$ cat config.mk
export PLATFORM = sky130hd
export DESIGN_NAME = sflash_cmd_seq
export DESIGN_NICKNAME = d
export VERILOG_FILES = /design/src/rtl/sflash_cmd_seq.sv
export SDC_FILE = /design/constraint.sdc
export NUM_CORES = 1
export LEC_CHECK = 0
export BUFFER_PORTS_ARGS = -buffer_cell sky130_fd_sc_hd__buf_2
export CAP_MARGIN = 20
export CORE_ASPECT_RATIO = 0.6
export CORE_MARGIN = 3
export CORE_UTILIZATION = 55
export CTS_CLUSTER_SIZE = 16
export DETAILED_ROUTE_END_ITERATION = 16
export PLACE_DENSITY_LB_ADDON = 0.15
export SLEW_MARGIN = 20
export SYNTH_ARGS = -nofsm -noshare
export SYNTH_HDL_FRONTEND = slang
export SYNTH_SLANG_ARGS = --single-unit
export TNS_END_PERCENT = 1
$ cat constraint.sdc
create_clock -name clk -period 9.9 [get_ports clk]
set_input_delay 0.495 -clock clk [delete_from_list [all_inputs] [get_ports clk]]
set_output_delay 0.495 -clock clk [all_outputs]
set_load 0.02 [all_outputs]
$ cat src/rtl/sflash_cmd_seq.sv
module sflash_cmd_seq #(
  parameter int NCS = 4
) (
  input  logic           clk,
  input  logic           rst_n,
  input  logic           reg_we,
  input  logic [1:0]     reg_sel,
  input  logic [31:0]    reg_wdata,
  output logic [31:0]    reg_rdata,
  input  logic           half_tick,
  output logic           sck,
  output logic [NCS-1:0] cs_n,
  output logic           mosi,
  input  logic           miso,
  output logic           done
);

  typedef enum logic [1:0] {S_IDLE, S_LOAD, S_RUN, S_FIN} st_t;

  st_t         st_q;
  logic [31:0] cmd_q, addr_q, data_q;
  logic        pend_q, err_q, sel_q, done_q, sck_q, mosi_q, nop_q;
  logic [2:0]  cs_idx_q, bit_q;
  logic [4:0]  byte_q, nbytes_q;

  logic [1:0] f_alen;
  logic [2:0] f_dlen;
  logic [3:0] f_dum;
  logic       f_keep, f_wr;

  assign f_alen = (cmd_q[22:20] > 3'd3) ? 2'd3 : cmd_q[21:20];
  assign f_dlen = (cmd_q[11:9] > 3'd4) ? 3'd4 : cmd_q[11:9];
  assign f_dum  = cmd_q[19:16];
  assign f_keep = cmd_q[15];
  assign f_wr   = cmd_q[8];

  logic [4:0] tot_c, off_a, off_d, off_x, kw, jw;
  logic [1:0] ai;
  logic       is_op, is_addr, is_data;
  logic [7:0] cur_byte;

  assign tot_c   = {4'b0, ~sel_q} + {3'b0, f_alen} + {1'b0, f_dum} + {2'b0, f_dlen};
  assign off_a   = {4'b0, nop_q};
  assign off_d   = off_a + {3'b0, f_alen};
  assign off_x   = off_d + {1'b0, f_dum};
  assign kw      = byte_q - off_a;
  assign jw      = byte_q - off_x;
  assign ai      = f_alen - 2'd1 - kw[1:0];
  assign is_op   = nop_q && (byte_q == 5'd0);
  assign is_addr = !is_op && (byte_q < off_d);
  assign is_data = byte_q >= off_x;

  always_comb begin
    if (is_op)                cur_byte = cmd_q[7:0];
    else if (is_addr)         cur_byte = addr_q[{ai, 3'b000} +: 8];
    else if (is_data && f_wr) cur_byte = data_q[{jw[1:0], 3'b000} +: 8];
    else                      cur_byte = 8'h00;
  end

  always_ff @(posedge clk or negedge rst_n) begin
    if (!rst_n) begin
      st_q     <= S_IDLE;
      cmd_q    <= '0;
      addr_q   <= '0;
      data_q   <= '0;
      pend_q   <= 1'b0;
      err_q    <= 1'b0;
      sel_q    <= 1'b0;
      done_q   <= 1'b0;
      sck_q    <= 1'b1;
      mosi_q   <= 1'b0;
      nop_q    <= 1'b0;
      cs_idx_q <= '0;
      bit_q    <= '0;
      byte_q   <= '0;
      nbytes_q <= '0;
    end else begin
      done_q <= 1'b0;
      if (reg_we) begin
        case (reg_sel)
          2'd0: if (pend_q) err_q <= 1'b1;
                else begin
                  cmd_q  <= reg_wdata;
                  pend_q <= 1'b1;
                  st_q   <= S_LOAD;
                end
          2'd1: if (!pend_q) addr_q <= reg_wdata;
          2'd2: if (!pend_q) data_q <= reg_wdata;
          default: if (reg_wdata[29]) err_q <= 1'b0;
        endcase
      end
      case (st_q)
        S_LOAD: begin
          nop_q    <= ~sel_q;
          nbytes_q <= tot_c;
          byte_q   <= '0;
          bit_q    <= '0;
          if (tot_c == 5'd0) st_q <= S_FIN;
          else begin
            st_q <= S_RUN;
            if (!sel_q) begin
              sel_q    <= 1'b1;
              cs_idx_q <= cmd_q[26:24];
            end
          end
        end
        S_RUN: if (half_tick) begin
          if (sck_q) begin
            sck_q  <= 1'b0;
            mosi_q <= cur_byte[~bit_q];
          end else begin
            sck_q <= 1'b1;
            if (is_data && !f_wr) data_q[{jw[1:0], ~bit_q}] <= miso;
            bit_q <= bit_q + 3'd1;
            if (bit_q == 3'd7) begin
              byte_q <= byte_q + 5'd1;
              if (byte_q == nbytes_q - 5'd1) st_q <= S_FIN;
            end
          end
        end
        S_FIN: begin
          if (!f_keep) sel_q <= 1'b0;
          pend_q <= 1'b0;
          done_q <= 1'b1;
          st_q   <= S_IDLE;
        end
        default: ;
      endcase
    end
  end

  always_comb begin
    case (reg_sel)
      2'd0:    reg_rdata = cmd_q;
      2'd1:    reg_rdata = addr_q;
      2'd2:    reg_rdata = data_q;
      default: begin
        reg_rdata     = '0;
        reg_rdata[29] = err_q;
        reg_rdata[22] = pend_q;
      end
    endcase
  end

  assign sck  = sck_q;
  assign mosi = mosi_q;
  assign done = done_q;
  assign cs_n = sel_q ? ~(NCS'(1) << cs_idx_q) : '1;

  wire unused_ok = ^{cmd_q[31:27], cmd_q[23], cmd_q[14:12], addr_q[31:24], kw[4:2], jw[4:2]};

endmodule


==> impl_metrics.toml <==
[timing]
max_slew.worst_pin.slew_ns = 1.07
rsz0062_at_grt = "no"
fin_tns_setup_ns = 0
clock_skew_ns = 0.00960
hold_violations = 0
drv_slew = 0
hold_ws_ns = 0.151
setup_viol = 0
fin_ws_ns = 5.44
max_slew_margin = 0.284
max_freq_ghz = 0.224
fin_crit_ns = 4.46
min_period_over_period = 0.451

[floorplan]
rows = 31
core_area_sq_um = 12500
dieArea_sq_um = 14600
die_w_microns = 154
fp.dieH_microns = 94.9
ios = 78
start_util = 0.581

[clock_network]
cts_resized = 0
cts_tree = "yes"
clockRootBuffer = "clkbuf_16"
cts-buffers-inserted = 17
clockBufferDepth = 2
postCtsSetupBuffers = 0
ctsHoldBuffers = 0
cts.htree.levels = 4
clk-insertion-delay-late_ns = 0.42
clk_pin_slew_ns = 0.06
cts.sinks = 121

[synthesis]
synth_top_area_share = 0.415
synth.area.mux_share = 0.191
synth_compound_area_frac = 0.154
synth_xor_area_frac = 0.0204
synthCells = 684
yosys-top-cells-area = "dfrtp_1 (41%), mux2_2 (11%), mux2i_1 (6.5%)"
synth_area_per_cell_sq_um = 10.6
yosysWarnings = 0
synth_top_family_by_area = "multiplexers"
synthAdderAreaFrac = 0.0640
synth_top_area_cell = "dfrtp_1"
synth-seq-cells = 121
synthSimpleGateAreaFrac = 0.109
synth_nets = 757
synth-seq-area-share = 0.419
syn_area_sq_um = 7240
synth.distinct_cells = 52

[worst_setup_path]
worstPathCellList = "or2_2 -> ha_1 -> ha_1 -> fa_1 -> inv_1 -> ha_1 -> xor2_1 -> nand2_1 -> nor3_1 -> a21oi_1 -> a31o_2"
start_kind = "flip-flop"
crit_slowest_cell = "xor2_1"
cpPeakStageDelay_ns = 0.86
crit_top_cell = "ha_1"
critPathKind = "reg2reg"
worstPathArrival_ns = 4.76
worstPathMaxFanout = 14
endpoint_kind = "flip-flop"
worstPathRequired_ns = 10.20

[final_layout]
insertedDiodeCount = 0
drive_gt1_frac = 0.293
layout.nets = 812
syn2layout_area_growth_pct = 14.1
fillers = 987
fin_cells = 917

[power]
power_density_nw_per_um2 = 401
leakagePower_nw = 4.01
finalPower_w = 0.00331
ir_drop_mv = 0.176

[route]
drc = 0
first_pass_iters = 8
num_vias = 6057
wirelength_met1_mm = 9.67
finalWirelength_mm = 21.7
wl_met3_mm = 2.36
highest_layer = "met5"
ant_nets = 0
wl_met2_mm = 9.39
vias_per_cell = 6.61
wire_per_inst_microns = 23.7
drtIter0Drc = 749

[min_path]
hp-class = "in2async"

[status]
status = "complete, no violations"

[place]
place_ws_ns = 5.56
dp_hpwl_mm = 15.0
io_buffers = 77
post-place-cells = 885
place_congestion = 0.954

[global_route]
grt_first_pass_wirelength_mm = 34.3
grt-ovfl-total = 0
antenna_found_initial = 1
grt_max_degree = 63
grtUsageTotal = 0.304
grt_pass1_vias = 5987

[job]
drv_cap = 0
[placed cells by master, fill, tap and decap left out, types with 4 or more instances in the layout]
master	synthesis	routed
a21o_1	8	8
a21oi_1	47	47
a222oi_1	32	32
a311oi_1	5	5
a31o_1	15	15
a31o_2	17	17
and2_1	6	6
buf_2	9	76
buf_4	3	11
clkbuf_1	31	6
clkbuf_16	0	17
clkinv_2	0	4
dfrtp_1	120	120
fa_1	5	5
ha_1	29	29
inv_1	25	25
mux2_2	71	71
mux2i_1	47	47
mux4_2	5	5
nand2_1	49	48
nand2b_1	8	8
nand3_1	18	18
nand4_1	6	6
nor2_1	43	43
nor2b_1	5	5
nor3_1	5	5
nor4_1	4	4
o21ai_0	12	12
xnor2_1	8	7
xor2_1	7	7
[through the flow]
| step | area, sq um | utilization |
|---|---|---|
| after floorplan | 7240 | - |
| after global placement | 7690 | 0.618 |
| after detailed placement | 7690 | 0.618 |
| after CTS | 8250 | 0.662 |
| after global routing | 8250 | 0.663 |
| final | 8250 | 0.663 |
[worst paths after layout]
kind,start,to,slack (ns),depth (start not counted)
hold / removal,rst_n,byte_q[3],0.15,1
setup reg to reg,cmd_q[22],data_q[10],5.44,11
max in group asynchronous,rst_n,data_q[24],8.39,2
setup / recovery,cmd_q[22],data_q[10],5.44,11
min in group clk,reg_wdata[12],addr_q[12],0.34,2
hold reg to reg,cmd_q[29],cmd_q[29],0.51,1
[power breakdown]
group          internal [W]  switching, W  leakage, nW
clock network      0.000369      0.000223        0.265
registers          0.000719      0.000276         1.49
logic              0.000736      0.000989         2.25
total               0.00182       0.00149         4.01
[registers in the layout, summed over array words and instances, names as in the netlist]
| register | flops |
|---|---|
| err_q | 1 |
| pend_q | 1 |
| sel_q | 1 |
| bit_q | 3 |
| addr_q | 32 |
| st_q | 2 |
| sck | 1 |
| byte_q | 5 |
| data_q | 32 |
| cmd_q | 32 |
| done | 1 |
| mosi | 1 |
| cs_idx_q | 3 |
| nbytes_q | 5 |
| nop_q | 1 |
[worst max-delay path: cells and delay by family (launching register included)]
family	cells	cell delay, ns
AO/OA/AOI/OAI	2	0.42
XOR/XNOR	1	0.86
adder cells (fa/ha/maj)	4	1.39
buffers and inverters	1	0.04
flip-flops	1	0.40
AND/OR/NAND/NOR	3	1.24
[metal layers]
layer | up-vias | GRT usage
met2 | 341 | 0.446
met4 | 2 | 0.0669
met5 | - | 0
li1 | 2655 | -
met1 | 3033 | 0.444
met3 | 26 | 0.0939
[final cells by class]
class                           instances  area, sq um  share of cell area
Multi-Input combinational cell        486         3910               0.473
Sequential cell                       121         3030               0.367
Timing Repair Buffer                   87          463              0.0561
Clock buffer                           23          448              0.0543
Tap cell                              165          206              0.0250
Clock inverter                          9          104              0.0126
Inverter                               26         97.6              0.0118
[cells by family after synthesis]
family          Yosys count
simple gates            161
flops                   121
buf+inv                  77
fa+ha+maj                34
mux                     123
compound gates          152
xor+xnor                 16
[Yosys cell counts (all sizes together)]
cell     number
a31o         32
fa            5
dfrtp       120
a41oi         1
or4           1
nor2         43
nand3        18
a222oi       32
dfstp         1
or3           1
o22ai         2
a2111oi       1
nand2        49
o21ai        15
xor2          7
inv          26
nand4b        2
a21oi        47
buf          20
nand2b        8
a32oi         1
or3b          1
nor3          8
nor2b         5
o32a          1
xnor2         9
a21o          8
mux4          5
nand3b        2
mux2         71
and2          6
a22oi         1
o311a         1
nor3b         2
clkbuf       31
ha           29
a311oi        5
a31oi         3
a211oi        2
mux2i        47
nor4          6
nand4         6
or2           3
(Power assumes the default switching activity.)
